$ cat config.mk
export PLATFORM = sky130hd
export DESIGN_NAME = uart_irq_ident
export DESIGN_NICKNAME = d
export VERILOG_FILES = /design/src/rtl/uart_irq_pkg.sv /design/src/rtl/uart_irq_ier.sv /design/src/rtl/uart_irq_flags.sv /design/src/rtl/uart_irq_prio.sv /design/src/rtl/uart_irq_ident.sv
export SDC_FILE = /design/constraint.sdc
export NUM_CORES = 1
export LEC_CHECK = 0
export BUFFER_PORTS_ARGS = -buffer_cell sky130_fd_sc_hd__buf_2
export CAP_MARGIN = 20
export CORE_MARGIN = 2
export CORE_UTILIZATION = 40
export DETAILED_ROUTE_END_ITERATION = 8
export MAX_ROUTING_LAYER = met4
export PLACE_DENSITY = 0.72
export SLEW_MARGIN = 0
export SYNTH_ARGS = -nofsm -noshare
export SYNTH_HDL_FRONTEND = slang
export SYNTH_SLANG_ARGS = --single-unit
$ cat constraint.sdc
create_clock -name clk -period 1.33 [get_ports clk]
set_input_delay 0.133 -clock clk [delete_from_list [all_inputs] [get_ports clk]]
set_output_delay 0.133 -clock clk [all_outputs]
set_load 0.05 [all_outputs]
$ cat src/rtl/uart_irq_pkg.sv
package uart_irq_pkg;
  localparam int unsigned CODE_W = 4;

  // enable register bit positions
  localparam int unsigned IEN_RX    = 0;
  localparam int unsigned IEN_TX    = 1;
  localparam int unsigned IEN_LINE  = 2;
  localparam int unsigned IEN_MODEM = 3;

  // line status bit positions
  localparam int unsigned LSB_RXRDY = 0;
  localparam int unsigned LSB_OVR   = 1;
  localparam int unsigned LSB_THRE  = 5;
  localparam int unsigned LSB_TEMT  = 6;

  // register offsets
  localparam logic [2:0] OFS_DATA = 3'd0;
  localparam logic [2:0] OFS_IER  = 3'd1;
  localparam logic [2:0] OFS_IIR  = 3'd2;
  localparam logic [2:0] OFS_LSR  = 3'd5;

  typedef enum logic [CODE_W-1:0] {
    CAUSE_MODEM = 4'h0,
    CAUSE_NONE  = 4'h1,
    CAUSE_TXE   = 4'h2,
    CAUSE_LINE  = 4'h6,
    CAUSE_RXTO  = 4'hC
  } cause_e;
endpackage

$ cat src/rtl/uart_irq_ier.sv
module uart_irq_ier
  import uart_irq_pkg::*;
#(
  parameter int unsigned DATA_W = 8,
  parameter int unsigned IER_W  = 4
) (
  input  logic              clk,
  input  logic              rst_n,
  input  logic              wr_ier,
  input  logic [DATA_W-1:0] wdata,
  output logic [IER_W-1:0]  ier_q,
  output logic              tx_en_rise
);
  logic [IER_W-1:0] ier_d;

  always_comb begin
    ier_d      = ier_q;
    tx_en_rise = 1'b0;
    if (wr_ier) begin
      ier_d      = wdata[IER_W-1:0];
      tx_en_rise = ~ier_q[IEN_TX] & wdata[IEN_TX];
    end
  end

  always_ff @(posedge clk or negedge rst_n) begin
    if (!rst_n) ier_q <= '0;
    else if (wr_ier) ier_q <= ier_d;
  end
endmodule

$ cat src/rtl/uart_irq_flags.sv
module uart_irq_flags (
  input  logic clk,
  input  logic rst_n,
  input  logic txe_set,
  input  logic txe_clr,
  input  logic ovr_set,
  input  logic ovr_clr,
  output logic txe_q,
  output logic oe_q
);
  logic txe_d, oe_d, txe_ce, oe_ce;

  always_comb begin
    txe_ce = txe_set | txe_clr;
    oe_ce  = ovr_set | ovr_clr;
    // a set in the same cycle wins over a clear
    txe_d  = txe_set | (txe_q & ~txe_clr);
    oe_d   = ovr_set | (oe_q & ~ovr_clr);
  end

  always_ff @(posedge clk or negedge rst_n) begin
    if (!rst_n) begin
      txe_q <= 1'b0;
      oe_q  <= 1'b0;
    end else begin
      if (txe_ce) txe_q <= txe_d;
      if (oe_ce)  oe_q  <= oe_d;
    end
  end
endmodule

$ cat src/rtl/uart_irq_prio.sv
module uart_irq_prio
  import uart_irq_pkg::*;
#(
  parameter int unsigned IER_W   = 4,
  parameter int unsigned DELTA_W = 4
) (
  input  logic [IER_W-1:0]   ier,
  input  logic               oe,
  input  logic               rx_avail,
  input  logic               txe,
  input  logic [DELTA_W-1:0] delta,
  output cause_e             cause
);
  logic want_line, want_rx, want_tx, want_modem;

  always_comb begin
    want_line  = oe       & ier[IEN_LINE];
    want_rx    = rx_avail & ier[IEN_RX];
    want_tx    = txe      & ier[IEN_TX];
    want_modem = (|delta) & ier[IEN_MODEM];
    if (want_line)       cause = CAUSE_LINE;
    else if (want_rx)    cause = CAUSE_RXTO;
    else if (want_tx)    cause = CAUSE_TXE;
    else if (want_modem) cause = CAUSE_MODEM;
    else                 cause = CAUSE_NONE;
  end
endmodule

$ cat src/rtl/uart_irq_ident.sv
module uart_irq_ident
  import uart_irq_pkg::*;
#(
  parameter int unsigned DATA_W  = 8,
  parameter int unsigned ADDR_W  = 3,
  parameter int unsigned DELTA_W = 4
) (
  input  logic               clk,
  input  logic               rst_n,
  input  logic               wr_en,
  input  logic               rd_en,
  input  logic [ADDR_W-1:0]  addr,
  input  logic [DATA_W-1:0]  wdata,
  input  logic               dlab,
  input  logic               fifo_on,
  input  logic               rx_avail,
  input  logic               ovr_in,
  input  logic [DELTA_W-1:0] msr_delta,
  output logic [DATA_W-1:0]  rdata,
  output logic               irq
);
  localparam int unsigned IER_W = 4;
  localparam int unsigned PAD_W = DATA_W - 2 - CODE_W;

  logic              hit_data, hit_ier, hit_iir, hit_lsr;
  logic              wr_data, wr_ier, rd_iir, rd_lsr, rd_ier;
  logic [IER_W-1:0]  ier_q;
  logic              tx_en_rise, txe_q, oe_q;
  cause_e            cause;
  logic [DATA_W-1:0] iir_byte, lsr_byte, rdata_d;

  always_comb begin
    hit_data = (addr == ADDR_W'(OFS_DATA)) & ~dlab;
    hit_ier  = (addr == ADDR_W'(OFS_IER))  & ~dlab;
    hit_iir  = (addr == ADDR_W'(OFS_IIR));
    hit_lsr  = (addr == ADDR_W'(OFS_LSR));
    wr_data  = wr_en & hit_data;
    wr_ier   = wr_en & hit_ier;
    rd_iir   = rd_en & hit_iir;
    rd_lsr   = rd_en & hit_lsr;
    rd_ier   = rd_en & hit_ier;
  end

  uart_irq_ier #(.DATA_W(DATA_W), .IER_W(IER_W)) u_ier (
    .clk(clk), .rst_n(rst_n), .wr_ier(wr_ier), .wdata(wdata),
    .ier_q(ier_q), .tx_en_rise(tx_en_rise)
  );

  uart_irq_prio #(.IER_W(IER_W), .DELTA_W(DELTA_W)) u_prio (
    .ier(ier_q), .oe(oe_q), .rx_avail(rx_avail), .txe(txe_q),
    .delta(msr_delta), .cause(cause)
  );

  uart_irq_flags u_flags (
    .clk(clk), .rst_n(rst_n),
    .txe_set(wr_data | tx_en_rise),
    .txe_clr(rd_iir & (cause == CAUSE_TXE)),
    .ovr_set(ovr_in), .ovr_clr(rd_lsr),
    .txe_q(txe_q), .oe_q(oe_q)
  );

  always_comb begin
    iir_byte = {{2{fifo_on}}, {PAD_W{1'b0}}, cause};
    lsr_byte = '0;
    lsr_byte[LSB_TEMT]  = 1'b1;
    lsr_byte[LSB_THRE]  = 1'b1;
    lsr_byte[LSB_OVR]   = oe_q;
    lsr_byte[LSB_RXRDY] = rx_avail;
    if (rd_iir)      rdata_d = iir_byte;
    else if (rd_lsr) rdata_d = lsr_byte;
    else if (rd_ier) rdata_d = DATA_W'(ier_q);
    else             rdata_d = '0;
  end

  always_ff @(posedge clk or negedge rst_n) begin
    if (!rst_n) rdata <= '0;
    else if (rd_en) rdata <= rdata_d;
  end

  assign irq = (cause != CAUSE_NONE);
endmodule

Word-level counts from Yosys, hierarchy flattened
Cells that the tools add are included.

Register bits: 14. Input bits: 23. Output and inout bits: 9. Logic and storage cells: 43.

Eq/ne operators: 5. Multiplexer cells: 8. Bitwise logic cells: 24. Reduce and logical (&&, ||, !) cells: 2.

Operator list (number): $mux W4 (4); $and A1 B1 Y1 (15); $mux W8 (1); $mux W7 (1); $or A1 B1 Y1 (5); $eq A4 B2 Y1 const B (1); $ne A4 B1 Y1 const B (1); $not A1 Y1 (4); $reduce_or A4 Y1 (1); $eq A3 B1 Y1 const B (1); $eq A3 B2 Y1 const B (1); $eq A3 B3 Y1 const B (1); $logic_not A3 Y1 (1); $mux W1 (2).

Longest topological paths before layout
Gate-level depths: netlist of run 1.

Depth in word-level cells: 11. Mapped depth: 4. Depth with buffers taken out: 3.

Cells and area by module
From an unflattened synthesis of run 1, not the netlist that was laid out.

Cell total of the unflattened synthesis: 69. Area, all modules: 706.9 sq um.

By module, submodules not included: uart_irq_ident (times used 1, cells each 46, area each 424.2 sq um, seq. area each 175.2 sq um); uart_irq_ier (times used 1, cells each 9, area each 155.1 sq um, seq. area each 100.1 sq um); uart_irq_flags (times used 1, cells each 6, area each 72.6 sq um, seq. area each 50.0 sq um); uart_irq_prio (times used 1, cells each 8, area each 55.1 sq um, seq. area each 0.0 sq um).

Worst setup path before layout of run 1
Ideal clock, no wire load.

Path type: reg2out. From: register u_ier.ier_q[0]. To: output irq. Data arrival time: 1.016 ns. Data required time: 1.197 ns. Setup slack: 0.181 ns. Stages on the path, launching flop included: 3. Path buffers: 0. Path through: dfrtp_1 -> a22oi_1 -> nand3_1.

Cells in the longest elaborated chain, start to end: 4.

RTL lines: from (decl) (RTL line uart_irq_ier.sv:11) `output logic [IER_W-1:0] ier_q,`; from (signal assigned) (RTL line uart_irq_ier.sv:27) `else if (wr_ier) ier_q <= ier_d;`; $and A1 B1 Y1 (RTL line uart_irq_prio.sv:18) `want_rx = rx_avail & ier[IEN_RX];`; $mux W4 (RTL line uart_irq_prio.sv:22) `else if (want_rx) cause = CAUSE_RXTO;`; $mux W4 (RTL line uart_irq_prio.sv:21) `if (want_line) cause = CAUSE_LINE;`; $ne A4 B1 Y1 (RTL line uart_irq_ident.sv:80) `assign irq = (cause != CAUSE_NONE);`; to (decl) (RTL line uart_irq_ident.sv:20) `output logic irq`.

Every way passes these cells.

Worst setup path after layout of run 1
From: register u_flags.oe_q. To: output irq.

Cells in the longest elaborated chain, start to end: 3.

RTL lines: from (decl) (RTL line uart_irq_flags.sv:9) `output logic oe_q`; from (signal assigned) (RTL line uart_irq_flags.sv:24) `oe_q <= 1'b0;`; from (signal assigned) (RTL line uart_irq_flags.sv:27) `if (oe_ce) oe_q <= oe_d;`; $and A1 B1 Y1 (RTL line uart_irq_prio.sv:17) `want_line = oe & ier[IEN_LINE];`; $mux W4 (RTL line uart_irq_prio.sv:21); $ne A4 B1 Y1 (RTL line uart_irq_ident.sv:80).

Every way passes these cells.

==> qor.yml, run 1 <==
outcome: "finished, final reports clean"
drt-total-wl_um: 1557
global_route.usage.total_pct: 17.02
finalCritPeriodShare_pct: 98.12
p_per_area_mw_per_mm2: 1099
dieWidth_um: 47.40
start_kind: "flip-flop"
fin_nets: 130
dpl.hpwl_um: 1182
synth_flop_cell: "dfrtp_1"
whs_endpoint: "u_flags.oe_q"
initial_core_util_pct: 43.15
gr-total-overflow: 0
synth-seq-area-share_pct: 43.19
met2_usage_pct: 27.30
combinationalPowerShare_pct: 35.2
numCtsBuffers: 3
slowest_stage: "dfrtp_2"
grt_setup_unrepaired: "yes"
end_kind: "output pin"
post-place-ws_ps: 81.54
tns_ps: 0
clock_latency_ps: 270
clock-sinks: 13
skew_ps: 3.590
path_max_fanout: 4
worstReg2RegStart: "u_ier.ier_q[2]"
clockPowerShare_pct: 21.2
grt_pass1_wl_um: 2594
hp-start: "ovr_in"
worstMarginPinSlew_ps: 534.7
rows: 15
syn_nets: 96
ys_warn_count: 0
clk_pin_slew_worst_paths_ps: 70
viasPerCell: 5.092
dieHeight_um: 47.40
vdd_ir_drop_max_mv: 0.6599
area_growth_pct: 32.23
p_sw_uw: 374.9
drive_above_1_share_pct: 42.45
slew_viol_final: 0
fin_crit_ps: 1305
grt_pass1_vias: 632
cap_violations: 0
required_ps: 1200
leakagePower_uw: 0.0005030
vias: 667
syn_area_per_cell_sq_um: 10.32
grt_use_met3_pct: 5.769
r2r_slack_ps: 100
slew_headroom_pct: 63.89
synth-seq-cells: 13
synth_edf_count: 0
ys_async_sr_fraction_pct: 100.0
drc: 0
grt_max_degree: 15
hold_violations: 0
syn_inst: 73
busiest_layer: "met2"
diodes: 0
cts_tree: "built"
timing.final.ws_setup_ps: 24.98
hold_depth: 2
max_freq_ghz: 0.7663
dr.first_iter.drc_count: 15
ios: 32
cts.htree.levels: 1
core_sq_mm: 0.001745
regToRegEndpoint: "rdata[2]"
cts_buffer_depth: 2
fillers: 169
clockRootBuffer: "clkbuf_4"
reg2reg_depth: 4
gp_congestion: 0.7763
grt.met1_usage_pct: 20.75
arrival_ps: 1170
hp-class: "in -> reg"
first_pass_iters: 4
synth_area_sq_um: 753.2
p_seq_share_pct: 43.6
path_cells: "a22oi_2, nand3_2, buf_6"
antenna_found_initial: 0
intPower_uw: 719.4
mostFrequentLayoutCell: "buf_2"
yosysUniqueCellTypes: 37
final_cell_mix: "buf_2 (25), dfrtp_1 (12), nor2_1 (7), nand3_1 (5), buf_4 (5)"
wl_per_cell_um: 11.89
die-area_sq_mm: 0.002246
ant_nets: 0
critical_path_class: "reg -> out"
slowest_delay_ps: 440
setup_violations: 0
portBuffers: 26
netSwitchingFraction_pct: 34.26
[timing repair]
| item | in CTS | in global routing |
|---|---|---|
| endpoints found under the hold margin | 13 | 0 |
| hold buffers | 1 | 0 |
| buffers inserted | 2 | 1 |
| gates resized for setup | 3 | 3 |
| endpoints found under the setup margin | 1 | 2 |
[sequential cells by signal (all words and copies together) (netlist names)]
name	cells
rdata	7
u_flags.oe_q	1
u_flags.txe_q	1
u_ier.ier_q	4
[through the flow]
stage / power (uW) / cells / instance area, sq um / utilization, % / hold WS, ps
global placement: 809.9 / 123 / 913.4 / 52.33 / 31.77
detailed placement: 814.7 / 123 / 913.4 / 52.33 / 31.10
finish: 1094 / 131 / 996.0 / 57.06 / 33.46
floorplan: 715.4 / 73 / 753.2 / - / -162.6
global route: 1164 / 131 / 996.0 / 57.06 / 29.22
CTS: 1097 / 130 / 975.9 / 55.91 / 27.16
[cell families (layout without fill, tap and decap cells)]
family	after synthesis	after routing	share of synthesized area, %
and+or+nand+nor	31	31	28.57
AOI/OAI and AO/OA	18	18	17.61
DFF	13	13	43.19
buffers and inverters	7	40	4.151
muxes	3	3	5.980
other	1	1	0.4979
[layout make-up]
type                       count  area [sq um]  share of cell area (%)
multi-input combinational     53         412.9                   41.46
clock buffer                   4         26.28                   2.638
sequential                    13         326.6                   32.79
tap                           25         31.28                   3.141
inverter                       4         15.01                   1.508
timing repair buffer          32         183.9                   18.47
[routing by layer]
| metal | vias up | routed length, um |
|---|---|---|
| met5 | - | 0 |
| met4 | 0 | 0 |
| li1 | 334 | - |
| met3 | 0 | 86 |
| met2 | 18 | 718 |
| met1 | 315 | 752 |
[worst max path at each step]
stage	start	slack [ps]	endpoint	cells after the start
after global placement	msr_delta[1]	80	rdata[0]	4
after global routing	u_ier.ier_q[2]	-40	irq	3
after CTS	u_flags.oe_q	2	irq	3
final	u_flags.oe_q	20	irq	3
after detailed placement	msr_delta[1]	80	rdata[0]	4
after floorplan	u_ier.ier_q[0]	180	irq	2
[synth_stat cells, types with 2 or more instances]
cell type  count  area share (%)
a22oi_1        2             2.0
a31oi_1        2             1.7
and4bb_1       3             5.0
dfrtp_1       13              43
inv_1          4             2.0
mux2_4         3             6.0
nand2_1        4             2.0
nand3_1        6             4.0
nor2_1         7             3.5
o21ai_1        2             1.3
[power groups by stage]
stage          registers [uW]  clock network [uW]  logic (uW)
2_1_floorplan             540                   0         176
3_3_place_gp              489                   0         321
3_5_place_dp              491                   0         324
4_1_cts                   477                 244         377
5_1_grt                   483                 260         420
6_report                  477                 232         385
[worst max-delay path, delay by kind of cell (launching register included)]
kind | cells | cell delay, ps
AOI/OAI and AO/OA | 1 | 160
buffers and inverters | 1 | 190
DFF | 1 | 440
and+or+nand+nor | 1 | 110
(Power assumes the default switching activity.)
==> inputs of run 2 (changes only) <==
--- a/config.mk
+++ b/config.mk
@@ -8,10 +8,10 @@
 export BUFFER_PORTS_ARGS = -buffer_cell sky130_fd_sc_hd__buf_2
 export CAP_MARGIN = 20
 export CORE_MARGIN = 2
-export CORE_UTILIZATION = 40
+export CORE_UTILIZATION = 45
 export DETAILED_ROUTE_END_ITERATION = 8
 export MAX_ROUTING_LAYER = met4
-export PLACE_DENSITY = 0.72
+export PLACE_DENSITY = 0.79
 export SLEW_MARGIN = 0
 export SYNTH_ARGS = -nofsm -noshare
 export SYNTH_HDL_FRONTEND = slang
==> qor.yml, run 2 (synthesis results as in run 1) <==
met2_usage_pct: 31.01  # +3.7 points
worstMarginPinSlew_ps: 553.3  # +18.61 ps
grt_use_met3_pct: 5.600  # -0.17 points
ios: 32  # unchanged
die-area_sq_mm: 0.002017  # -10%
worstReg2RegStart: "u_ier.ier_q[0]"
drc: 0  # unchanged
vias: 685  # +2.7%
dieHeight_um: 44.91  # -5.2%
grt_setup_unrepaired: "yes"
finalCritPeriodShare_pct: 98.50  # +0.38 points
core_sq_mm: 0.001541  # -12%
wl_per_cell_um: 13.86  # +17%
first_pass_iters: 4  # unchanged
clk_pin_slew_worst_paths_ps: 90  # +20 ps
fin_util_pct: 63.80  # +6.7 points
hp-class: "in -> reg"
initial_core_util_pct: 48.86  # +5.7 points
finalHoldWorstSlack_ps: 30.89  # -2.567 ps
cts_buffer_depth: 2  # unchanged
numCtsBuffers: 3  # unchanged
cts.htree.levels: 1  # unchanged
skew_ps: 8.080  # +4.490 ps
vdd_ir_drop_max_mv: 0.6107  # -7.5%
hold_violations: 0  # unchanged
rows: 14  # -1
drt-total-wl_um: 1691  # +8.6%
gr-total-overflow: 0  # unchanged
required_ps: 1200  # about the same
diodes: 0  # unchanged
fin_nets: 130  # unchanged
grt_pass1_wl_um: 2918  # +12%
p_per_area_mw_per_mm2: 1140  # +3.8%
clockRootBuffer: "clkbuf_4"
regToRegEndpoint: "rdata[2]"
dpl.hpwl_um: 1218  # +3.1%
cts_tree: "built"
slew_headroom_pct: 62.63  # -1.3 points
hp-start: "ovr_in"
largest_register_ffs: 7  # unchanged
clock-sinks: 13  # unchanged
critical_path_class: "reg -> out"
mostFrequentLayoutCell: "buf_2"
dieWidth_um: 44.91  # -5.2%
portBuffers: 26  # unchanged
max_freq_ghz: 0.7633  # -0.38%
hold_depth: 2  # unchanged
reg2reg_depth: 4  # unchanged
gp_congestion: 0.8089  # +4.2%
setup_violations: 0  # unchanged
regMostFlops: "rdata"
busiest_layer: "met2"
area_growth_pct: 30.56
antenna_found_initial: 0  # unchanged
end_kind: "output pin"
leakagePower_uw: 0.0005034  # about the same
grt_pass1_vias: 636  # +0.63%
path_max_fanout: 2  # -2
grt_max_degree: 15  # unchanged
fin_crit_ps: 1310  # +5.030 ps
top_regs: "rdata: 7 flops, u_ier.ier_q: 4 flops"
whs_endpoint: "u_flags.oe_q"
arrival_ps: 1180  # about the same
r2r_slack_ps: 80  # -20 ps
final_cell_mix: "buf_2 (25), dfrtp_1 (13), nor2_1 (7), nand3_1 (5), buf_4 (5)"
slew_viol_final: 0  # unchanged
grt.met1_usage_pct: 26.46  # +5.7 points
ant_nets: 0  # unchanged
tns_ps: 0  # unchanged
start_kind: "flip-flop"
cap_violations: 0  # unchanged
global_route.usage.total_pct: 21.16  # +4.1 points
dr.first_iter.drc_count: 10  # -5
outcome: "finished, final reports clean"
clock_latency_ps: 280  # about the same
drive_above_1_share_pct: 41.51  # -0.94 points
viasPerCell: 5.615  # +10%
==> run 2: layout make-up <==
cell class | instances | area (sq um)
multi-input combinational | 53 | 412.9
tap | 16 | 20.02
fill | 133 | 558.0
clock buffer | 4 | 26.28
inverter | 4 | 15.01
sequential | 13 | 325.3
timing repair buffer | 32 | 183.9
==> run 2: per-stage QoR <==
step | power (uW) | std cells | setup WS [ps] | instance area, sq um
3_3_place_gp | 809.0 | 114 | 80.67 | 902.1
2_1_floorplan | 715.4 | 73 | 181.1 | 753.2
6_report | 1121 | 122 | 19.95 | 983.4
3_5_place_dp | 817.6 | 114 | 82.75 | 902.1
5_1_grt | 1197 | 122 | -70.76 | 983.4
4_1_cts | 1114 | 122 | 14.55 | 972.2
==> run 2: power breakdown <==
group,total [uW],internal [uW],switching [uW]
combinational,389,162,227
sequential,474,441,33.3
clock,258,117,142
total,1120,720,402
==> run 2: what timing repair did <==
item	in CTS	in global routing
setup buffers	3	0
gates resized for setup	3	2
setup endpoints to repair	1	2
hold endpoints to repair	13	0
hold buffers	1	0
==> run 2: metal layers <==
metal | routed length [um] | part of all wire (%)
met1 | 743 | 44
met5 | 0 | 0
met3 | 104 | 6.2
met4 | 42 | 2.5
met2 | 801 | 47
==> run 2: how the worst max path moves through the flow <==
stage / start / end / cells past startpoint
after floorplan: u_ier.ier_q[0] / irq / 2
after global placement: msr_delta[1] / rdata[0] / 4
after detailed placement: msr_delta[1] / rdata[0] / 4
after CTS: u_ier.ier_q[0] / irq / 3
after global routing: u_ier.ier_q[0] / irq / 3
final: u_ier.ier_q[0] / irq / 3
==> run 2: critical path, stage by stage, from the launching register on <==
cell	delay [ps]
dfrtp_1	400
a22oi_2	200
nand3_2	100
buf_6	190
==> inputs of run 3 (changes only) <==
==> constraint.sdc (replaced) <==
create_clock -name clk -period 1.49 [get_ports clk]
set_input_delay 0.149 -clock clk [delete_from_list [all_inputs] [get_ports clk]]
set_output_delay 0.149 -clock clk [all_outputs]
set_load 0.05 [all_outputs]
==> qor.yml, run 3 (synthesis results as in run 1) <==
wl_per_cell_um: 13.01  # -6.1%
tns_ps: 0  # unchanged
rows: 14  # unchanged
dpl.hpwl_um: 1188  # -2.5%
portBuffers: 26  # unchanged
skew_ps: 2.200  # -5.880 ps
grt_setup_unrepaired: "no"
setup_violations: 0  # unchanged
end_kind: "output pin"
numCtsBuffers: 3  # unchanged
drive_above_1_share_pct: 37.25  # -4.3 points
global_route.usage.total_pct: 18.38  # -2.8 points
largest_register_ffs: 7  # unchanged
report.power.total_uw: 949.0  # -15%
start_kind: "flip-flop"
critical_path_class: "reg -> out"
fillers: 139  # +4.5%
top_regs: "rdata: 7 flops, u_ier.ier_q: 4 flops"
die-area_sq_mm: 0.002017  # unchanged
drt-total-wl_um: 1535  # -9.2%
viasPerCell: 5.559  # -0.99%
gr-total-overflow: 0  # unchanged
fin_crit_ps: 1421
fin_nets: 126  # -3.1%
hp-class: "in -> reg"
leakagePower_uw: 0.0004792  # -4.8%
outcome: "finished, final reports clean"
area_growth_pct: 24.58
cts_buffer_depth: 2  # unchanged
cts.htree.levels: 1  # unchanged
path_max_fanout: 5  # +3
cap_violations: 0  # unchanged
mostFrequentLayoutCell: "buf_2"
grt_max_degree: 15  # unchanged
placed_area_sq_um: 894.6  # -0.83%
seq_area_sq_um: 325.3  # unchanged
vdd_ir_drop_max_mv: 0.6604  # +8.1%
initial_core_util_pct: 48.86  # unchanged
grt_pass1_vias: 590  # -7.2%
first_pass_iters: 4  # unchanged
vias: 656  # -4.2%
diodes: 0  # unchanged
ios: 32  # unchanged
cts_tree: "built"
p_per_area_mw_per_mm2: 1011  # -11%
regMostFlops: "rdata"
clk_pin_slew_worst_paths_ps: 70  # -20 ps
slew_viol_final: 0  # unchanged
ant_nets: 0  # unchanged
grt_pass1_wl_um: 2525  # -13%
multi_input_area_sq_um: 401.6  # -2.7%
antenna_found_initial: 0  # unchanged
gp_congestion: 0.8547  # +5.7%
required_ps: 1340  # +140 ps
core_sq_mm: 0.001541  # unchanged
dieHeight_um: 44.91  # unchanged
clock_latency_ps: 280  # about the same
arrival_ps: 1270  # +90 ps
clock-sinks: 13  # unchanged
final_cell_area_sq_um: 938.4  # -4.6%
dr.first_iter.drc_count: 9  # -1
finalHoldWorstSlack_ps: 47.37  # +16.48 ps
hold_violations: 0  # unchanged
final_cell_mix: "buf_2 (25), dfrtp_1 (13), nor2_1 (7), nand3_1 (6)"
drc: 0  # unchanged
post_cts_buffers: 0  # -3
max_freq_ghz: 0.7037
clockRootBuffer: "clkbuf_4"
finalCritPeriodShare_pct: 95.37
dieWidth_um: 44.91  # unchanged
==> run 3: per-layer routing <==
| layer | share of wire, % | vias to the layer above | track usage (%) |
|---|---|---|---|
| li1 | - | 327 | - |
| met4 | 2.2 | 0 | 8.824 |
| met2 | 46 | 26 | 28.70 |
| met5 | 0 | - | - |
| met1 | 45 | 296 | 20.56 |
| met3 | 6.7 | 7 | 7.200 |
==> run 3: timing repair <==
item	in CTS	in global routing
endpoints found under the setup margin	0	1
endpoints found under the hold margin	13	0
gates resized for setup	0	3
hold buffers	1	0
==> run 3: worst paths after layout <==
check	start	end	slack [ps]	cells after the start
worst max-delay path	u_ier.ier_q[0]	irq	70	3
worst min-delay path	ovr_in	u_flags.oe_q	50	2
worst max register to register	u_ier.ier_q[0]	rdata[0]	320	3
worst min register to register	rdata[3]	rdata[3]	500	2
max in group asynchronous	rst_n	u_flags.txe_q	1000	2
min in group asynchronous	rst_n	rdata[7]	270	2
==> run 3: critical path, cell delays in order (launching register included) <==
cell	delay, ps
dfrtp_1	440
a22oi_2	220
nand3_1	110
buf_4	220
==> run 3: final cells by class <==
cell class	count	share of cell area, %
clock buffers	4	2.800
multi-input cells	53	42.80
flip-flops and latches	13	34.67
repair buffers	28	16.00
inverters	4	1.600
well taps	16	2.133
==> run 3: power by group <==
| group | leakage [uW] | switching, uW | total, uW | internal, uW |
|---|---|---|---|---|
| sequential | 0.000157 | 42.7 | 436 | 393 |
| combinational | 0.000307 | 180 | 299 | 119 |
| clock | 0.0000150 | 110 | 214 | 104 |
==> run 3: through the flow <==
step	std cells	utilization, %	worst slack (ps)
finish	118	60.88	69.02
global route	118	60.88	5.667
CTS	118	60.39	51.09
detailed placement	113	58.04	211.0
global placement	113	58.04	221.0
floorplan	73	-	325.1
